==> src/rtl/smc_pkg.sv <==
package smc_pkg;
  localparam int unsigned WAIT_W = 5;

  typedef enum logic [2:0] {
    ST_IDLE,
    ST_ACCESS,
    ST_HOLD,
    ST_DONE,
    ST_ERR1,
    ST_ERR2
  } smc_state_e;

  typedef struct packed {
    logic [WAIT_W-1:0] wait_n;
    logic [1:0]        width;
    logic              wp;
  } bank_cfg_t;
endpackage

==> src/rtl/smc_cfg_sel.sv <==
module smc_cfg_sel
  import smc_pkg::*;
#(
  parameter int unsigned NUM_BANKS = 4,
  localparam int unsigned BANK_W = (NUM_BANKS > 1) ? $clog2(NUM_BANKS) : 1
) (
  input  logic [NUM_BANKS*WAIT_W-1:0] cfg_wait_i,
  input  logic [NUM_BANKS*2-1:0]      cfg_width_i,
  input  logic [NUM_BANKS-1:0]        cfg_wp_i,
  input  logic [BANK_W-1:0]           bank_i,
  output bank_cfg_t                   cfg_o
);
  bank_cfg_t tbl [NUM_BANKS];

  for (genvar b = 0; b < NUM_BANKS; b++) begin : g_bank
    assign tbl[b] = '{wait_n: cfg_wait_i[b*WAIT_W +: WAIT_W],
                      width:  cfg_width_i[b*2 +: 2],
                      wp:     cfg_wp_i[b]};
  end

  assign cfg_o = tbl[bank_i];
endmodule

==> src/rtl/smc_beat_plan.sv <==
module smc_beat_plan (
  input  logic [1:0] size_i,
  input  logic [1:0] width_i,
  input  logic [1:0] addr_lo_i,
  input  logic       write_i,
  input  logic       wp_i,
  output logic [1:0] beats_m1_o,
  output logic       err_o
);
  logic misalign;

  always_comb begin
    misalign = ((size_i == 2'd1) && addr_lo_i[0]) ||
               ((size_i >= 2'd2) && (addr_lo_i != 2'b00));
    err_o = misalign || (write_i && wp_i);
    beats_m1_o = 2'd0;
    if (size_i > width_i) begin
      beats_m1_o = ((size_i - width_i) == 2'd1) ? 2'd1 : 2'd3;
    end
  end
endmodule

==> src/rtl/smc_data_pack.sv <==
module smc_data_pack #(
  parameter int unsigned DATA_W = 32
) (
  input  logic              clk_i,
  input  logic              rst_ni,
  input  logic              capture_i,
  input  logic [1:0]        beat_i,
  input  logic [1:0]        width_i,
  input  logic [1:0]        size_i,
  input  logic [DATA_W-1:0] mem_rdata_i,
  input  logic [DATA_W-1:0] wdata_i,
  output logic [DATA_W-1:0] rdata_o,
  output logic [DATA_W-1:0] mem_wdata_o
);
  logic [DATA_W-1:0] rbuf_q;
  logic [DATA_W-1:0] rd_lane;
  int unsigned       shamt;

  function automatic logic [DATA_W-1:0] lane_mask(input logic [1:0] code);
    int unsigned bits;
    bits = 32'd8 << code;
    if (bits > DATA_W) bits = DATA_W;
    return {DATA_W{1'b1}} >> (DATA_W - bits);
  endfunction

  always_comb begin
    shamt       = 32'(beat_i) << (32'(width_i) + 32'd3);
    rd_lane     = mem_rdata_i & lane_mask(width_i);
    mem_wdata_o = wdata_i >> shamt;
    rdata_o     = rbuf_q & lane_mask(size_i);
  end

  always_ff @(posedge clk_i or negedge rst_ni) begin
    if (!rst_ni) begin
      rbuf_q <= '0;
    end else if (capture_i) begin
      rbuf_q <= ((beat_i == 2'd0) ? '0 : rbuf_q) | (rd_lane << shamt);
    end
  end
endmodule

==> src/rtl/smc_bank_seq.sv <==
module smc_bank_seq
  import smc_pkg::*;
#(
  parameter int unsigned NUM_BANKS = 4,
  parameter int unsigned ADDR_W    = 24,
  parameter int unsigned DATA_W    = 32,
  localparam int unsigned BANK_W   = (NUM_BANKS > 1) ? $clog2(NUM_BANKS) : 1
) (
  input  logic                        clk_i,
  input  logic                        rst_ni,
  input  logic                        req_i,
  input  logic                        req_write_i,
  input  logic [1:0]                  req_size_i,
  input  logic [ADDR_W-1:0]           req_addr_i,
  input  logic [DATA_W-1:0]           req_wdata_i,
  input  logic [BANK_W-1:0]           req_bank_i,
  input  logic                        next_write_i,
  input  logic [NUM_BANKS*WAIT_W-1:0] cfg_wait_i,
  input  logic [NUM_BANKS*2-1:0]      cfg_width_i,
  input  logic [NUM_BANKS-1:0]        cfg_wp_i,
  output logic                        ready_o,
  output logic                        err_o,
  output logic [DATA_W-1:0]           rdata_o,
  output logic                        mem_cs_no,
  output logic                        mem_we_no,
  output logic [ADDR_W-1:0]           mem_addr_o,
  output logic [DATA_W-1:0]           mem_wdata_o,
  input  logic [DATA_W-1:0]           mem_rdata_i,
  input  logic                        mem_wait_ni
);
  smc_state_e        st_q, st_d;
  bank_cfg_t         sel_cfg, cfg_q;
  logic [1:0]        plan_beats_m1, beats_m1_q, beat_q, size_q;
  logic              plan_err, write_q;
  logic [ADDR_W-1:0] base_q;
  logic [DATA_W-1:0] wdata_q;
  logic [WAIT_W-1:0] cnt_q;
  logic [WAIT_W:0]   cnt_inc;
  logic              accept, acc_done, last_beat, capture;

  smc_cfg_sel #(.NUM_BANKS(NUM_BANKS)) u_cfg_sel (
    .cfg_wait_i (cfg_wait_i),
    .cfg_width_i(cfg_width_i),
    .cfg_wp_i   (cfg_wp_i),
    .bank_i     (req_bank_i),
    .cfg_o      (sel_cfg)
  );

  smc_beat_plan u_plan (
    .size_i    (req_size_i),
    .width_i   (sel_cfg.width),
    .addr_lo_i (req_addr_i[1:0]),
    .write_i   (req_write_i),
    .wp_i      (sel_cfg.wp),
    .beats_m1_o(plan_beats_m1),
    .err_o     (plan_err)
  );

  smc_data_pack #(.DATA_W(DATA_W)) u_pack (
    .clk_i      (clk_i),
    .rst_ni     (rst_ni),
    .capture_i  (capture),
    .beat_i     (beat_q),
    .width_i    (cfg_q.width),
    .size_i     (size_q),
    .mem_rdata_i(mem_rdata_i),
    .wdata_i    (wdata_q),
    .rdata_o    (rdata_o),
    .mem_wdata_o(mem_wdata_o)
  );

  always_comb begin
    accept    = req_i && ((st_q == ST_IDLE) || (st_q == ST_DONE));
    cnt_inc   = {1'b0, cnt_q} + 1'b1;
    // wait phase ends on the later of count reached and wait released
    acc_done  = (st_q == ST_ACCESS) && (cnt_inc >= {1'b0, cfg_q.wait_n}) && mem_wait_ni;
    last_beat = (beat_q == beats_m1_q);
    capture   = acc_done && !write_q;

    st_d = st_q;
    unique case (st_q)
      ST_IDLE, ST_DONE: begin
        if (accept) st_d = plan_err ? ST_ERR1 : ST_ACCESS;
        else        st_d = ST_IDLE;
      end
      ST_ACCESS: begin
        if (acc_done) st_d = (last_beat && next_write_i) ? ST_DONE : ST_HOLD;
      end
      ST_HOLD:  st_d = last_beat ? ST_DONE : ST_ACCESS;
      ST_ERR1:  st_d = ST_ERR2;
      ST_ERR2:  st_d = ST_IDLE;
      default:  st_d = ST_IDLE;
    endcase
  end

  always_ff @(posedge clk_i or negedge rst_ni) begin
    if (!rst_ni) begin
      st_q       <= ST_IDLE;
      cfg_q      <= '0;
      beats_m1_q <= '0;
      beat_q     <= '0;
      size_q     <= '0;
      write_q    <= 1'b0;
      base_q     <= '0;
      wdata_q    <= '0;
      cnt_q      <= '0;
    end else begin
      st_q <= st_d;
      if (accept) begin
        cfg_q      <= sel_cfg;
        beats_m1_q <= plan_beats_m1;
        beat_q     <= '0;
        size_q     <= req_size_i;
        write_q    <= req_write_i;
        base_q     <= req_addr_i;
        wdata_q    <= req_wdata_i;
        cnt_q      <= '0;
      end else if (st_q == ST_ACCESS && !acc_done && cnt_q != '1) begin
        cnt_q <= cnt_q + 1'b1;
      end else if (st_q == ST_HOLD && !last_beat) begin
        beat_q <= beat_q + 1'b1;
        cnt_q  <= '0;
      end
    end
  end

  always_comb begin
    ready_o    = (st_q == ST_IDLE) || (st_q == ST_DONE) || (st_q == ST_ERR2);
    err_o      = (st_q == ST_ERR1) || (st_q == ST_ERR2);
    mem_cs_no  = !((st_q == ST_ACCESS) || (st_q == ST_HOLD));
    mem_we_no  = !((st_q == ST_ACCESS) && write_q && (cnt_q != '0));
    mem_addr_o = base_q + (ADDR_W'(beat_q) << cfg_q.width);
  end
endmodule

==> config.mk <==
export PLATFORM = sky130hd
export DESIGN_NAME = smc_bank_seq
export DESIGN_NICKNAME = d
export VERILOG_FILES = /design/src/rtl/smc_pkg.sv /design/src/rtl/smc_cfg_sel.sv /design/src/rtl/smc_beat_plan.sv /design/src/rtl/smc_data_pack.sv /design/src/rtl/smc_bank_seq.sv
export SDC_FILE = /design/constraint.sdc
export NUM_CORES = 1
export LEC_CHECK = 0
export BUFFER_PORTS_ARGS = -buffer_cell sky130_fd_sc_hd__buf_4
export CAP_MARGIN = 20
export CORE_ASPECT_RATIO = 0.9
export CORE_MARGIN = 3
export CORE_UTILIZATION = 45
export DETAILED_ROUTE_END_ITERATION = 8
export PLACE_DENSITY = 0.8
export SLEW_MARGIN = 20
export SYNTH_ARGS = -nofsm -noshare
export SYNTH_HDL_FRONTEND = slang
export SYNTH_SLANG_ARGS = --single-unit
==> constraint.sdc <==
create_clock -name clk_i -period 5.3 [get_ports clk_i]
set_clock_uncertainty 0.05 [all_clocks]
set_input_delay 0.53 -clock clk_i [delete_from_list [all_inputs] [get_ports clk_i]]
set_output_delay 0.53 -clock clk_i [all_outputs]
set_load 0.005 [all_outputs]
### Yosys cells after proc, flatten, opt, wreduce, memory -nomap -nowiden

Cells that the tools add are included.

| cells by class | value |
|---|---|
| reduce and logical (&&, ||, !) cells | 32 |
| equal/unequal tests | 11 |
| multipliers | 0 |
| $lt $le $gt $ge | 6 |
| add/sub/neg operators | 8 |
| bitwise logic cells | 4 |
| shifts and indexed selects | 8 |
| mux-type cells | 20 |
| div/mod/pow operators | 0 |

Operator list:

| kind | count |
|---|---|
| 32-bit 2-to-1 mux | 3 |
| 32-bit AND | 2 |
| 32-bit by 6-bit > comparator with 1-bit output (second input constant) | 2 |
| 4-bit by 2-bit left shift with 32-bit output (first input constant) | 2 |
| 32-bit by 32-bit >> shifter with 32-bit output (first input constant) | 2 |
| 6-bit by 32-bit subtractor with 32-bit output (first input constant) | 2 |
| 32-bit OR | 1 |
| 2-bit by 32-bit left shift with 32-bit output | 1 |
| 32-bit by 32-bit left shift with 32-bit output | 1 |
| 32-bit by 32-bit >> shifter with 32-bit output | 1 |
| 24-bit adder | 1 |
| 2-bit by 2-bit left shift with 24-bit output | 1 |
| 8-bit binary-select mux with 2-bit select | 1 |
| 8-bit 2-to-1 mux | 2 |
| 5-bit 2-to-1 mux | 3 |
| 1-bit logical AND | 13 |
| 2-bit 2-to-1 mux | 6 |
| 3-bit one-hot mux with 4 select lines | 1 |
| 3-bit 2-to-1 mux | 3 |
| 5-bit by 1-bit adder with 6-bit output (second input constant) | 1 |
| 3-bit by 2-bit equality test with 1-bit output (second input constant) | 2 |
| 3-bit equality test (second input constant) | 2 |
| 6-bit by 5-bit >= comparator with 1-bit output | 1 |
| 1-bit logical OR | 6 |
| 22 further kinds | 29 |

| storage, ports and cells | value |
|---|---|
| bits in latches | 0 |
| flip-flop bits (word level) | 110 |
| logic and storage cells | 100 |
| memory bits (writable) | 0 |
| memories kept | 0 |
| ROM bits | 0 |

### Logic depth before layout (Yosys ltp)

Gate-level depths: netlist (run 1).

| logic depth | value |
|---|---|
| depth in word-level cells | 9 |
| mapped depth | 14 |

### Cells and area by module

From an unflattened synthesis (run 1), not the netlist that was laid out.

| unflattened totals | value |
|---|---|
| cell total of the unflattened synthesis | 1053 |
| area total of the unflattened synthesis | 9482.8 um^2 |

Modules (own cells, without submodules):

| module | cells an instance | instances | sequential area each (um^2) | area each (um^2) |
|---|---|---|---|---|
| smc_data_pack | 705 | 1 | 800.8 | 5248.8 |
| smc_bank_seq | 325 | 1 | 1951.9 | 3926.3 |
| smc_cfg_sel | 10 | 1 | 0.0 | 196.4 |
| smc_beat_plan | 13 | 1 | 0.0 | 111.4 |

### Least setup slack after synthesis (run 1)

No wires, ideal clock.

| timing path | value |
|---|---|
| path type | flip-flop to output port |
| start point | register cfg_q[1] (netlist bit) |
| end point | output port mem_wdata_o[5] |
| buffers on the path | 4 |
| setup slack | 1.892 ns |
| arrival time | 2.828 ns |
| stages on the path, launching flop included | 11 |
| required time | 4.720 ns |
| path through | dfrtp_1 -> buf_2 -> inv_1 -> ha_1 -> buf_4 -> and4_1 -> buf_4 -> buf_4 -> mux4_2 -> a22o_1 -> a221o_1 |

| between the ends | value |
|---|---|
| cells in the longest elaborated chain, start to end | 3 |

RTL lines:

| item | line | source |
|---|---|---|
| start, declared | smc_bank_seq.sv:32 | `bank_cfg_t sel_cfg, cfg_q;` |
| start signal, assigned | smc_bank_seq.sv:110 | `cfg_q <= sel_cfg;` |
| 2-bit by 2-bit adder with 3-bit output | smc_data_pack.sv:27 | `shamt = 32'(beat_i) << (32'(width_i) + 32'd3);` |
| 2-bit by 32-bit left shift with 32-bit output | smc_data_pack.sv:27 |  |
| 32-bit by 32-bit >> shifter with 32-bit output | smc_data_pack.sv:29 | `mem_wdata_o = wdata_i >> shamt;` |
| end, declared | smc_bank_seq.sv:27 | `output logic [DATA_W-1:0] mem_wdata_o,` |

No other way between the ends.

### Worst setup path after layout (run 1)

Same ends and word-level chain as after synthesis.

==> results_dict.tcl, run 1 <==
set metrics [dict create \
    postCtsHoldBufs 0 \
    required_ps 4720 \
    fin_tns_setup_ps 0 \
    post-route-period-util_pct 88.4 \
    syn-num-nets 1132 \
    dr.max_layer_used "met4" \
    post-dp-hpwl_um 21600 \
    synth_top_cells_by_count "nand2_1, dfrtp_1, mux2i_1" \
    min_path_type "primary input to async pin" \
    nNetsFinal 1317 \
    cts_root_buffer "clkbuf_16" \
    start_kind "flop" \
    rsz0062_at_grt "no" \
    wl_met2_um 12900 \
    drive_above_1_share_pct 30.4 \
    leakagePower_nw 4.93 \
    ys_seq_elements 110 \
    rows 47 \
    wl_met1_um 12000 \
    status "completed" \
    slowest_stage "dfrtp_1" \
    synth.most_common_cell "nand2_1" \
    fin_ws_ps 614 \
    initial_utilization_pct 47.0 \
    hold_viol 0 \
    yosysTopAreaCellShare_pct 31.1 \
    antenna_found_initial 0 \
    wirelength_um 28100 \
    ys.flop_type "dfrtp_1" \
    syn-mean-instance-area_sq_um 9.07 \
    synthTopCellsByArea "dfrtp_1, mux2i_1, mux2_2" \
    die_area_sq_um 21400 \
    cts.repair.resized 0 \
    crit_arrival_ps 4110 \
    holdWs_ps 201 \
    vdd_drop_max_mv 0.417 \
    max_slew_margin_pct 32.5 \
    reg2reg_to "u_pack.rbuf_q[31]" \
    setup_violations 0 \
    post-route-drc-count 0 \
    power.density_nw_per_um2 615 \
    yosysSeqAreaShare_pct 31.1 \
    vias 8562 \
    synth_edf_count 0 \
    firstDrtPassIters 6 \
    fmax_mhz 213 \
    timing.rr.start "cfg_q[1]" \
    grt_pass1_vias 8333 \
    yosysWarnings 0 \
    synth_cell_type_count 78 \
    clkLatencyLatePin_ps 360 \
    grt_usage_pct 25.5 \
    grt_max_degree 82 \
    area_delta_synth_final_pct 23.7 \
    clockBufferDepth 2 \
    postCtsSetupBuffers 0 \
    finalCriticalPeriod_ps 4690 \
    dp.cells 1394 \
    critPathMaxStageDelay_ps 670 \
    rrSetupSlack_ps 1180 \
    wl_per_cell_um 19.9 \
    htree_levels 3 \
    die_w_um 154 \
    antenna_cells 0 \
    place_ws_ps 1030 \
    viasPerCell 6.07 \
    synth_area_sq_um 8840 \
    drv_cap 0 \
    clk_pin_slew_ps 70 \
    drt_iter0_drc 847 \
    grt_pass1_wl_um 44600 \
    gp_congestion 0.961 \
    fin_total_pwr_w 0.00672 \
    synth_top_cell_by_area "dfrtp_1" \
    worstSetupPathType "flop to primary output" \
    cp_cell_sequence "inv_1, ha_1, and4_2, buf_4, mux4_2, mux2i_1, o32ai_1, a221o_1, buf_4" \
    die_h_um 139 \
    dr_wl_met3_um 2460 \
    core_area_sq_um 18800 \
    cts_made_buffers 9 \
    max_slew.worst_pin.slew_ps 1010 \
    slew_violations 0 \
    grt.overflow.total 0 \
    instances_no_fill 1410 \
    io_pins 222 \
    io_buffers 221 \
    cts_tree "done" \
    synth_cells 975 \
    cp-end-kind "primary output" \
    cp_max_fo 18 \
    ant_nets 0 \
    ys_async_sr_fraction_pct 100 \
    cp_common_cell "buf_4" \
    reg2reg_depth 10 \
    cts_sinks 110 \
]
[where the power goes]
| group | internal (W) | switching (W) | leakage, nW |
|---|---|---|---|
| Combinational | 0.00202 | 0.00236 | 3.41 |
| Clock | 0.000396 | 0.000322 | 0.154 |
| Sequential | 0.00122 | 0.000400 | 1.37 |
| Total | 0.00364 | 0.00308 | 4.93 |
[state kept, by name, indices dropped and copies added, names as in the netlist]
name           count
size_q             2
base_q            24
write_q            1
st_q               3
beat_q             2
cnt_q              5
cfg_q              7
beats_m1_q         2
u_pack.rbuf_q     32
wdata_q           32
[metal layers]
metal	GRT usage [%]	vias up
met5	0	-
met4	7.39	0
met3	5.43	67
met2	39.9	455
met1	35.7	4097
li1	-	3943
[stage by stage]
stage	util (%)	cell area, sq um
final	58.1	10900
after global placement	56.5	10600
after CTS	58.1	10900
after detailed placement	56.5	10600
after global routing	58.1	10900
after floorplan	-	8840
[final cells by class]
cell class	count	area [sq um]
inverters	30	113
fillers	1698	7880
well taps	245	307
repair buffers	236	1770
multi-input cells	773	5690
flip-flops and latches	110	2750
clock buffers	12	256
clock inverters	4	52.6
[cell usage in the layout, fill, tap and decap left out, types with 8 or more instances in the layout]
master / synthesis / layout
inv_1: 30 / 30
buf_4: 5 / 236
o21ai_0: 42 / 42
xor2_1: 12 / 12
a221o_1: 8 / 8
xnor2_1: 15 / 15
mux2_2: 62 / 62
nor3_1: 16 / 16
nor2b_1: 17 / 17
and3_1: 15 / 15
mux4_2: 16 / 16
ha_1: 25 / 25
a22oi_1: 12 / 12
and2_1: 29 / 29
nand3_1: 31 / 31
mux2i_1: 77 / 77
clkbuf_16: 0 / 9
nor2_1: 56 / 55
nand4_1: 8 / 8
a22o_1: 12 / 12
nand2b_1: 8 / 8
a21oi_1: 40 / 40
a32oi_1: 13 / 13
nand2_1: 133 / 133
dfrtp_1: 110 / 110
[worst max path at each step]
stage                     slack, ps      from  depth (start not counted)             end
after global routing            340  cfg_q[1]                         12  mem_wdata_o[4]
after global placement         1150  cfg_q[1]                         10  mem_wdata_o[1]
after detailed placement       1030  cfg_q[1]                          9  mem_wdata_o[5]
after CTS                       620  cfg_q[1]                          9  mem_wdata_o[5]
after floorplan                1890  cfg_q[1]                         10  mem_wdata_o[5]
final                           610  cfg_q[1]                          9  mem_wdata_o[5]
[cells by family (layout without fill, tap and decap cells)]
group	Yosys count	count (layout)	synth area share, %
adder cells (fa/ha/maj)	27	27	3.99
buffers and inverters	92	282	4.78
multiplexers	158	158	21.1
flip-flops	110	110	31.1
AND/OR/NAND/NOR	355	355	19.8
AO/OA/AOI/OAI	206	206	16.5
XOR/XNOR	27	27	2.67
[worst max-delay path, delay by kind of cell, from the launching register on]
kind	cells	cell delay, ps
AOI/OAI and AO/OA	2	480
adders and majority gates	1	530
muxes	2	770
DFF	1	670
buffers and inverters	3	700
and+or+nand+nor	1	590
No activity file was read; power rests on OpenSTA's default activity.
==> inputs of run 2 (changes only) <==
- BUFFER_PORTS_ARGS: -buffer_cell sky130_fd_sc_hd__buf_4 -> unset
- DONT_BUFFER_PORTS: unset -> 1
- PLACE_DENSITY: 0.8 -> 0.71
==> run 2 against run 1 <==
Compared with the run above:
- combinational power fell by 17%
- critical endpoint is now mem_wdata_o[1]
- non-clock buffer count fell by 222
- sequential share of layout area rose by 4.4 points
- largest power group unchanged
- critical path type unchanged
==> results_dict.tcl, run 2 (synthesis gave the netlist of run 1 again) <==
set metrics [dict create \
    gp_congestion 0.976 \
    timing.rr.start "cfg_q[1]" \
    status "completed" \
    fmax_mhz 210 \
    use_met3_pct 6.68 \
    grt.overflow.total 0 \
    rrSetupSlack_ps 920 \
    cp_max_fo 34 \
    grtUsageMet1_pct 35.4 \
    grt_max_degree 111 \
    switching_share_pct 49.6 \
    critPathMaxStageDelay_ps 710 \
    setup_violations 0 \
    wl_per_cell_um 23.0 \
    core_area_sq_um 18800 \
    power.density_nw_per_um2 644 \
    initial_utilization_pct 47.0 \
    antenna_found_initial 6 \
    utilization_pct 49.4 \
    clkLatencyLatePin_ps 360 \
    die_h_um 139 \
    finalCriticalPeriod_ps 4750 \
    final.fill_count 1796 \
    final_common_cell "nand2_1" \
    io_buffers 0 \
    worstSetupPathType "flop to primary output" \
    max_slew_margin_pct 32.9 \
    post-dp-hpwl_um 20600 \
    firstDrtPassIters 6 \
    max_slew.worst_pin.slew_ps 1010 \
    htree_levels 3 \
    top_regs "u_pack.rbuf_q: 32 flops, wdata_q: 32 flops, base_q: 24 flops" \
    holdWs_ps 34.2 \
    p_int_w 0.00302 \
    drt_iter0_drc 856 \
    grt_pass1_wl_um 42900 \
    ant_nets 0 \
    seqPwrFrac_pct 27.1 \
    die_area_sq_um 21400 \
    rsz0062_at_grt "no" \
    drv_cap 0 \
    cts_made_buffers 9 \
    fin_tns_setup_ps 0 \
    post-route-drc-count 0 \
    crit_arrival_ps 4170 \
    clockBufferDepth 2 \
    viasPerCell 6.50 \
    wirelength_um 27400 \
    drive_above_1_share_pct 14.1 \
    p_sw_w 0.00297 \
    rows 47 \
    most-common-layout-cells "nand2_1, dfrtp_1, mux2i_1, mux2_2, nor2_1" \
    vdd_drop_max_mv 0.340 \
    grt_pass1_vias 7329 \
    cp_cell_sequence "inv_1, ha_1, and4_2, nor3_1, o2bb2ai_1, nand2_1, o21ai_0, a21oi_1, o21ai_0" \
    clkPwrFrac_pct 12.3 \
    leakagePower_nw 3.85 \
    reg2reg_depth 10 \
    slew_violations 0 \
    cts.repair.resized 0 \
    start_kind "flop" \
    die_w_um 154 \
    grt_usage_pct 24.8 \
    min_path_type "primary input to async pin" \
    post-route-period-util_pct 89.7 \
    p_comb_share_pct 60.7 \
    postCtsSetupBuffers 0 \
    hold_viol 0 \
    cts_root_buffer "clkbuf_16" \
    reg2reg_to "u_pack.rbuf_q[31]" \
    cp-end-kind "primary output" \
    cts_tree "done" \
    nNetsFinal 1095 \
    clk_pin_slew_ps 80 \
    postCtsHoldBufs 1 \
    area_delta_synth_final_pct 5.25 \
    cts_sinks 110 \
    required_ps 4720 \
    io_pins 222 \
    cp_common_cell "o21ai_0" \
    vias 7747 \
    top_usage_layer "met2" \
    grt_util_met2_pct 37.8 \
    slowest_stage "nor3_1" \
]
==> run 2: critical path: cells and delay by family, from the launching register on <==
family                   cells  cell delay [ps]
AND/OR/NAND/NOR              3             1420
adder cells (fa/ha/maj)      1              470
AO/OA/AOI/OAI                4             1060
buffers and inverters        1              180
flip-flops                   1              670
==> run 2: worst max-delay path by stage <==
stage | start | to | slack [ps]
2_1_floorplan | cfg_q[1] | mem_wdata_o[5] | 1890
3_3_place_gp | cfg_q[1] | mem_wdata_o[3] | 1060
3_5_place_dp | cfg_q[1] | mem_wdata_o[3] | 970
4_1_cts | cfg_q[1] | mem_wdata_o[3] | 570
5_1_grt | cfg_q[1] | mem_wdata_o[1] | 210
6_report | cfg_q[1] | mem_wdata_o[1] | 550
==> run 2: power groups by stage <==
stage	logic [W]	registers [W]	clock network, W
after floorplan	0.00279	0.00145	0
after global placement	0.00350	0.00162	0
after detailed placement	0.00353	0.00164	0
after CTS	0.00358	0.00162	0.000751
after global routing	0.00397	0.00169	0.000783
final	0.00363	0.00162	0.000734
==> run 2: through the flow <==
stage                     setup slack, ps  total power (W)  instance area, sq um  std cells
final                                 548          0.00599                  9310       1191
after global routing                  214          0.00644                  9310       1191
after CTS                             573          0.00595                  9300       1188
after detailed placement              974          0.00517                  8950       1171
after global placement               1060          0.00513                  8950       1171
after floorplan                      1890          0.00424                  8840        975
==> run 2: area by class of cell <==
cell class                      count  area [sq um]  area share, %
Multi-Input combinational cell    773          5690           61.1
Sequential cell                   110          2750           29.6
Tap cell                          245           307           3.29
Clock buffer                       10           239           2.57
Timing Repair Buffer               14           125           1.34
Inverter                           30           113           1.21
Clock inverter                      6          76.3          0.820
Antenna cell                        3          7.51         0.0807
==> run 2: layer usage <==
layer  wire length (um)  share of wire [%]
met5                 33               0.12
met3               2620                9.6
met4                534                1.9
met2              12500                 45
met1              11800                 43
==> inputs of run 3 (changes only) <==
- PLACE_DENSITY: 0.71 -> unset
- PLACE_DENSITY_LB_ADDON: unset -> 0.12
==> run 3 against run 2 <==
Compared with the run above:
- worst setup slack better by 170 ps
- clock power down 6.5%
- count of clock-buffer cells in the layout unchanged
==> results_dict.tcl, run 3 (synthesis gave the netlist of run 1 again) <==
set metrics [dict create \
    final_common_cell "nand2_1" \
    cts_tree "done" \
    reg2reg_to "u_pack.rbuf_q[30]" \
    rsz0062_at_grt "no" \
    die_w_um 154 \
    antenna_found_initial 3 \
    startpoint "cfg_q[1]" \
    grt_usage_pct 24.3 \
    fmax_mhz 218 \
    reg2reg_depth 9 \
    setup_violations 0 \
    io_pins 222 \
    die_area_sq_um 21400 \
    slew_violations 0 \
    initial_utilization_pct 47.0 \
    cp_cell_sequence "inv_1, ha_1, nand2_1, o22ai_2, nor2_1, nand3_1, nand3_1, a211o_1" \
    cp_common_cell "nand3_1" \
    min_path_type "primary input to async pin" \
    post-route-period-util_pct 86.4 \
    cp.depth 8 \
    cts_sinks 110 \
    io_buffers 0 \
    vdd_drop_max_mv 0.333 \
    grt_pass1_vias 7185 \
    finalCriticalPeriod_ps 4580 \
    area_delta_synth_final_pct 5.08 \
    required_ps 4720 \
    leakagePower_nw 3.84 \
    grt_pass1_wl_um 41800 \
    drv_cap 0 \
    ant_nets 0 \
    grt_max_degree 111 \
    grt.overflow.total 0 \
    start_kind "flop" \
    rrSetupSlack_ps 1200 \
    clockBufferDepth 2 \
    post-dp-hpwl_um 20200 \
    slowest_stage "o22ai_2" \
    timing.rr.start "cfg_q[1]" \
    cts_root_buffer "clkbuf_16" \
    crit_buf_inv 1 \
    crit_arrival_ps 4000 \
    viasPerCell 6.35 \
    crit_family "compound AO/OA/AOI/OAI gates" \
    cp_max_fo 23 \
    max_slew.worst_pin.slew_ps 1080 \
    die_h_um 139 \
    gp_congestion 0.946 \
    max_slew_margin_pct 28.1 \
    wl_per_cell_um 22.6 \
    fin_tns_setup_ps 0 \
    nNetsFinal 1095 \
    vias 7558 \
    top_regs "u_pack.rbuf_q: 32 flops, wdata_q: 32 flops, base_q: 24 flops" \
    firstDrtPassIters 5 \
    drive_above_1_share_pct 14.2 \
    holdWs_ps 45.3 \
    drt_iter0_drc 669 \
    htree_levels 3 \
    worstSetupPathType "flop to primary output" \
    status "completed" \
    hold_viol 0 \
    rows 47 \
    post-route-drc-count 0 \
    cts_made_buffers 9 \
    most-common-layout-cells "nand2_1, dfrtp_1, mux2i_1, mux2_2, nor2_1" \
    wirelength_um 26900 \
    power.density_nw_per_um2 638 \
    clkLatencyLatePin_ps 360 \
    core_area_sq_um 18800 \
    cp-end-kind "primary output" \
    clk_pin_slew_ps 80 \
    critPathCapture "mem_wdata_o[2]" \
    critPathMaxStageDelay_ps 890 \
    cts.repair.resized 0 \
]
## run 3: changes by cell type in the layout (fill, tap and decap cells not counted), sizes merged
cell and delta:
diode -1, bufinv -1, clkinv +1
## run 3: area by class of cell
class / instances / area, sq um
Timing Repair Buffer: 14 / 138
Multi-Input combinational cell: 773 / 5690
Sequential cell: 110 / 2750
Tap cell: 245 / 307
Clock buffer: 10 / 239
Fill cell: 1862 / 9530
Clock inverter: 6 / 51.3
Antenna cell: 2 / 5.00
Inverter: 30 / 113
## run 3: worst min path at each step
stage / startpoint / endpoint / slack [ps] / cells after the start
finish: rst_ni / cnt_q[2] / 50 / 1
detailed placement: rst_ni / st_q[2] / 190 / 0
global placement: rst_ni / st_q[2] / 190 / 0
floorplan: rst_ni / base_q[0] / 180 / 0
CTS: rst_ni / st_q[2] / 90 / 1
global route: rst_ni / cnt_q[2] / 80 / 1
## run 3: metrics by stage
step	std cells	utilization, %	worst slack [ps]	total power (W)	instance area (sq um)
final	1190	49.4	720	0.00592	9290
after floorplan	975	-	1890	0.00424	8840
after CTS	1188	49.3	830	0.00591	9290
after global placement	1171	47.7	1310	0.00517	8970
after detailed placement	1171	47.7	1220	0.00518	8970
after global routing	1190	49.4	462	0.00638	9290
## run 3: power breakdown
group	leakage (nW)	switching [W]	total (W)	internal, W
Clock	0.145	0.000346	0.000686	0.000340
Combinational	2.33	0.00223	0.00364	0.00141
Sequential	1.37	0.000376	0.00160	0.00122
## run 3: timing repair
action | CTS | global route
endpoints found under the hold margin | 110 | 0
buffers inserted | 0 | 0
hold buffers | 1 | 0
## run 3: per-layer routing
metal	global-route usage [%]	wire, um	share of wire, %	vias up
met5	0	14	0.052	-
met4	5.99	556	2.1	2
met3	7.58	2550	9.5	41
met2	36.3	12000	45	360
met1	34.5	11800	44	3657
li1	-	-	-	3498
